===== src/rtl/cfl_pkg.sv =====
package cfl_pkg;
    typedef enum logic {
        MODE_TERN = 1'b0,
        MODE_BIN  = 1'b1
    } cfl_mode_e;

    typedef enum logic [1:0] {
        ST_IDLE  = 2'd0,
        ST_WRITE = 2'd1,
        ST_TRAP  = 2'd2
    } cfl_state_e;
endpackage


===== src/rtl/cfl_field_sel.sv =====
module cfl_field_sel #(
    parameter int NUM_FIELDS = 8,
    parameter int FIELD_W    = 4,
    localparam int CR_W      = NUM_FIELDS * FIELD_W,
    localparam int SEL_W     = $clog2(NUM_FIELDS)
) (
    input  logic [CR_W-1:0]    cr_i,
    input  logic [SEL_W-1:0]   sel_i,
    output logic [FIELD_W-1:0] field_o
);
    always_comb begin
        field_o = '0;
        for (int f = 0; f < NUM_FIELDS; f++) begin
            if (sel_i == SEL_W'(f)) begin
                field_o = cr_i[f*FIELD_W +: FIELD_W];
            end
        end
    end
endmodule


===== src/rtl/cfl_lut_eval.sv =====
module cfl_lut_eval #(
    parameter int FIELD_W = 4,
    localparam int IMM_W  = 8
) (
    input  logic               mode_i,
    input  logic [FIELD_W-1:0] d_i,
    input  logic [FIELD_W-1:0] a_i,
    input  logic [FIELD_W-1:0] b_i,
    input  logic [IMM_W-1:0]   imm_i,
    output logic [FIELD_W-1:0] cand_o
);
    import cfl_pkg::*;

    for (genvar i = 0; i < FIELD_W; i++) begin : g_bit
        logic [2:0] tern_idx;
        logic [1:0] bin_idx;
        assign tern_idx  = {d_i[i], a_i[i], b_i[i]};
        assign bin_idx   = {d_i[i], a_i[i]};
        assign cand_o[i] = (mode_i == MODE_BIN) ? b_i[bin_idx] : imm_i[tern_idx];
    end
endmodule


===== src/rtl/cfl_merge.sv =====
module cfl_merge #(
    parameter int NUM_FIELDS = 8,
    parameter int FIELD_W    = 4,
    localparam int CR_W      = NUM_FIELDS * FIELD_W,
    localparam int SEL_W     = $clog2(NUM_FIELDS)
) (
    input  logic [CR_W-1:0]    cr_i,
    input  logic [SEL_W-1:0]   dst_i,
    input  logic [FIELD_W-1:0] cand_i,
    input  logic [FIELD_W-1:0] mask_i,
    output logic [CR_W-1:0]    cr_o
);
    for (genvar f = 0; f < NUM_FIELDS; f++) begin : g_field
        logic hit;
        assign hit = (dst_i == SEL_W'(f));
        for (genvar i = 0; i < FIELD_W; i++) begin : g_bit
            assign cr_o[f*FIELD_W + i] = (hit && mask_i[i]) ? cand_i[i] : cr_i[f*FIELD_W + i];
        end
    end
endmodule


===== src/rtl/cond_field_logic.sv =====
module cond_field_logic #(
    parameter int NUM_FIELDS = 8,
    parameter int FIELD_W    = 4,
    localparam int CR_W      = NUM_FIELDS * FIELD_W,
    localparam int SEL_W     = $clog2(NUM_FIELDS),
    localparam int IMM_W     = 8
) (
    input  logic               clk_i,
    input  logic               rst_ni,
    input  logic               valid_i,
    input  logic               mode_i,
    input  logic [CR_W-1:0]    cr_i,
    input  logic [SEL_W-1:0]   dst_i,
    input  logic [SEL_W-1:0]   src_a_i,
    input  logic [SEL_W-1:0]   src_b_i,
    input  logic [IMM_W-1:0]   imm_i,
    input  logic [FIELD_W-1:0] mask_i,
    output logic [CR_W-1:0]    cr_o,
    output logic               illegal_o
);
    import cfl_pkg::*;

    logic [FIELD_W-1:0] fld_d, fld_a, fld_b, cand;
    logic [CR_W-1:0]    merged;
    logic               mask_zero;
    cfl_state_e         state_q, state_d;
    logic [CR_W-1:0]    cr_q;

    cfl_field_sel #(.NUM_FIELDS(NUM_FIELDS), .FIELD_W(FIELD_W)) u_sel_d (
        .cr_i(cr_i), .sel_i(dst_i), .field_o(fld_d));
    cfl_field_sel #(.NUM_FIELDS(NUM_FIELDS), .FIELD_W(FIELD_W)) u_sel_a (
        .cr_i(cr_i), .sel_i(src_a_i), .field_o(fld_a));
    cfl_field_sel #(.NUM_FIELDS(NUM_FIELDS), .FIELD_W(FIELD_W)) u_sel_b (
        .cr_i(cr_i), .sel_i(src_b_i), .field_o(fld_b));

    cfl_lut_eval #(.FIELD_W(FIELD_W)) u_eval (
        .mode_i(mode_i), .d_i(fld_d), .a_i(fld_a), .b_i(fld_b),
        .imm_i(imm_i), .cand_o(cand));

    cfl_merge #(.NUM_FIELDS(NUM_FIELDS), .FIELD_W(FIELD_W)) u_merge (
        .cr_i(cr_i), .dst_i(dst_i), .cand_i(cand), .mask_i(mask_i), .cr_o(merged));

    assign mask_zero = (mask_i == '0);

    // Next-state selection: identical targets from every state.
    always_comb begin
        state_d = ST_IDLE;
        unique case (state_q)
            ST_IDLE, ST_WRITE, ST_TRAP: begin
                if (valid_i && mask_zero)  state_d = ST_TRAP;
                else if (valid_i)          state_d = ST_WRITE;
                else                       state_d = ST_IDLE;
            end
            default: state_d = ST_IDLE;
        endcase
    end

    // State register
    always_ff @(posedge clk_i or negedge rst_ni) begin
        if (!rst_ni) state_q <= ST_IDLE;
        else         state_q <= state_d;
    end

    // Register datapath: commits on the same edge the state moves
    always_ff @(posedge clk_i or negedge rst_ni) begin
        if (!rst_ni) begin
            cr_q <= '0;
        end else if (valid_i) begin
            cr_q <= mask_zero ? cr_i : merged;
        end
    end

    // Outputs decoded from state
    always_comb begin
        illegal_o = 1'b0;
        unique case (state_q)
            ST_TRAP:         illegal_o = 1'b1;
            ST_IDLE, ST_WRITE: illegal_o = 1'b0;
            default:         illegal_o = 1'b0;
        endcase
    end

    assign cr_o = cr_q;
endmodule


===== config.mk =====
export PLATFORM = sky130hd
export DESIGN_NAME = cond_field_logic
export DESIGN_NICKNAME = d
export VERILOG_FILES = /design/src/rtl/cfl_pkg.sv /design/src/rtl/cfl_field_sel.sv /design/src/rtl/cfl_lut_eval.sv /design/src/rtl/cfl_merge.sv /design/src/rtl/cond_field_logic.sv
export SDC_FILE = /design/constraint.sdc
export NUM_CORES = 1
export LEC_CHECK = 0
export BUFFER_PORTS_ARGS = -buffer_cell sky130_fd_sc_hd__buf_2
export CAP_MARGIN = 20
export CORE_ASPECT_RATIO = 0.6
export CORE_UTILIZATION = 45
export DETAILED_ROUTE_END_ITERATION = 8
export HOLD_SLACK_MARGIN = 0.02
export PLACE_DENSITY = 0.79
export SYNTH_ARGS = -nofsm -noshare
export SYNTH_HDL_FRONTEND = slang
export SYNTH_SLANG_ARGS = --single-unit

===== constraint.sdc =====
create_clock -name clk_i -period 0.95 [get_ports clk_i]
set_clock_uncertainty 0.15 [all_clocks]
set_input_delay 0 -clock clk_i [delete_from_list [all_inputs] [get_ports clk_i]]
set_output_delay 0 -clock clk_i [all_outputs]
set_load 0.02 [all_outputs]

==> impl_metrics.json <==
{
  "status": "finished, violations left",
  "violations": "DRC, hold timing, setup timing",
  "die_height_um": 67.4,
  "worstSetupEndpointType": "flop",
  "io_pins": 90,
  "port_buffers": 89,
  "start_util": 0.472,
  "cts_tree": "yes",
  "clock-sinks": 34,
  "path_cells": "buf_12 -> buf_4 -> mux2i_1 -> nor2_1 -> a2111oi_4 -> a21o_1 -> buf_6 -> mux2i_1 -> mux2i_1 -> o22a_4 -> o221ai_2",
  "synth_async_sr_flop_share": 1.00,
  "crit_buf_inv": 3,
  "arrival_ps": 1960,
  "die_x_um": 111,
  "ctsRootBufferMaster": "clkbuf_16",
  "drv_cap": 0,
  "row_count": 23,
  "syn-cell-area_sq_um": 3210,
  "fmax_ghz": 0.513,
  "drive_gt1_frac": 0.551,
  "fillCellCount": 444,
  "synth_top_area_share": 0.265,
  "area_delta_synth_final_pct": 67.6,
  "clkTransAtPathRegs_ps": 50,
  "crit_top_cell": "mux2i_1",
  "num_vias": 3898,
  "grt_max_degree": 58,
  "synth_seq_area_share": 0.265,
  "timing.final.crit_period_ps": 1950,
  "place.gp.congestion": 0.987,
  "grtUsageTotal": 0.351,
  "via_per_inst": 6.14,
  "pre_cts_ws_ps": -1360,
  "final_common_cell": "buf_4",
  "leakagePower_nw": 2.44,
  "required_ps": 960,
  "final_hold_viol_count": 9,
  "crit_slowest_cell": "a2111oi_4",
  "avgSynthCellArea_sq_um": 8.94,
  "layout.nets": 604,
  "holdCritPathClass": "in2reg",
  "slew_violations": 0,
  "grt_overflow": 0,
  "grt_pass1_vias": 3693,
  "clkLatencyLatePin_ps": 280,
  "ys_warn_count": 0,
  "first_iter_violations": 345,
  "crit_family": "compound AO/OA/AOI/OAI gates",
  "ys_ff_latch": 34,
  "core_area_sq_um": 6790,
  "setup_violations": 63,
  "drt_first_pass_iters": 7,
  "hpwlAfterDp_um": 9580,
  "slowest_delay_ps": 350,
  "irDropWorstVdd_uv": 1090,
  "cts.htree.levels": 2,
  "post-route-cell-area_sq_um": 5380,
  "ant_nets": 0,
  "slew_headroom": 0.713,
  "ys_types": 53,
  "layout_common_cells": "buf_4 (101), buf_2 (50), buf_6 (48)",
  "post_dp_cell_area_sq_um": 4500,
  "diodes": 0,
  "drc_errors": 12,
  "rsz0062_at_grt": "true",
  "worstPathMaxFanout": 8,
  "drt-total-wl_um": 13100,
  "fin_ws_ps": -998,
  "netlist_instances": 359,
  "wl_per_cell_um": 20.6,
  "postCtsHoldBufs": 4,
  "grt_pass1_wl_um": 19700,
  "powerDensity_nw_per_um2": 1180,
  "crit_type": "in2reg",
  "die_area_sq_um": 7480,
  "synth.area.top_cells": "dfrtp_1 (27%), mux4_2 (9.1%), mux2i_1 (8.4%)",
  "worstMarginPinSlew_ps": 429,
  "synth_edf_count": 0,
  "antenna_found_initial": 0,
  "ys.flop_type": "dfrtp_1",
  "worstSetupStartpointType": "primary input",
  "synth_top_area_cell": "dfrtp_1",
  "cts_made_buffers": 5,
  "finalCritPeriodShare": 2.05,
  "worst_hold_slack_ps": -146,
  "syn-num-nets": 416,
  "clockBufferDepth": 2
}
[cell families after synthesis]
logic type	share of synthesized area
flip-flops	0.265
buffers and inverters	0.0647
AO/OA/AOI/OAI	0.245
multiplexers	0.254
AND/OR/NAND/NOR	0.170
[cell usage after synthesis (2+ instances only)]
| cell type | n |
|---|---|
| mux2i_2 | 2 |
| o221ai_2 | 8 |
| mux4_2 | 13 |
| and3b_1 | 2 |
| mux2_2 | 11 |
| a22oi_1 | 5 |
| a2111oi_0 | 2 |
| o21ai_0 | 19 |
| o211ai_1 | 3 |
| buf_2 | 7 |
| nand3b_1 | 6 |
| or3b_2 | 2 |
| nor2_1 | 8 |
| nor3b_1 | 2 |
| o221ai_1 | 8 |
| inv_1 | 20 |
| clkbuf_1 | 20 |
| o22ai_1 | 4 |
| nand2_1 | 42 |
| a221o_1 | 2 |
| and3_1 | 2 |
| a21oi_2 | 2 |
| a21o_1 | 4 |
| nand2b_1 | 6 |
| nor2b_1 | 6 |
| a21oi_1 | 36 |
| mux4_1 | 2 |
| and2_1 | 2 |
| buf_1 | 3 |
| a221oi_1 | 2 |
| mux2i_1 | 27 |
| nand3_1 | 26 |
| dfrtp_1 | 34 |
| a32o_1 | 2 |
[worst reg2reg max path, cell delays in order, from the launching register on]
cell and delay, ps:
dfrtp_1 390, buf_4 140, inv_1 50, o221ai_1 120
[worst paths after layout]
kind	from	to	slack (ps)	cells after the start
setup / recovery	src_b_i[1]	cr_o[18]$_DFFE_PN0P_	-1000	11
hold / removal	mask_i[2]	state_q[1]$_DFF_PN0_	-150	3
setup reg to reg	cr_o[31]$_DFFE_PN0P_	cr_o[31]$_DFFE_PN0P_	-40	3
hold reg to reg	state_q[1]$_DFF_PN0_	state_q[1]$_DFF_PN0_	390	3
max in group asynchronous	rst_ni	cr_o[4]$_DFFE_PN0P_	410	3
min in group asynchronous	rst_ni	cr_o[2]$_DFFE_PN0P_	60	3
[metal layers]
layer | global-route usage | wire length [um] | vias up
met5 | 0 | 0 | -
met4 | 0.0856 | 153 | 0
met3 | 0.0853 | 1310 | 21
met2 | 0.586 | 6090 | 226
met1 | 0.465 | 5520 | 1919
li1 | - | - | 1732
[per-stage QoR]
stage | TNS (ps) | cells | util | power, mW
after floorplan | -33660 | 359 | - | 3.07
after global placement | -41270 | 607 | 0.662 | 4.00
after detailed placement | -42880 | 607 | 0.662 | 4.06
after CTS | -29180 | 632 | 0.767 | 6.18
after global routing | -32630 | 635 | 0.791 | 6.60
final | -30080 | 635 | 0.791 | 6.37
[flip-flops by register name, summed over array words and instances, names as in the netlist]
signal,count
state_q,2
cr_o,32
[timing repair]
item,CTS,global route
endpoints found under the hold margin,52,9
resized for setup,115,34
pin swaps,17,23
setup endpoints to repair,65,65
setup buffers,14,6
[power breakdown]
group          internal (mW)  total, mW  switching (mW)
combinational           1.52       2.99            1.46
clock                   1.04       1.66           0.625
sequential              1.60       1.72           0.116
total                   4.17       6.37            2.20
[layout make-up]
class / instances / area (sq um) / area share
clock inverter: 1 / 5.00 / 0.000931
tap: 87 / 109 / 0.0203
multi-input combinational: 274 / 2420 / 0.451
sequential: 34 / 851 / 0.158
inverter: 20 / 78.8 / 0.0147
clock buffer: 7 / 143 / 0.0265
timing repair buffer: 212 / 1760 / 0.328
Power figures use the tool's default switching activity.
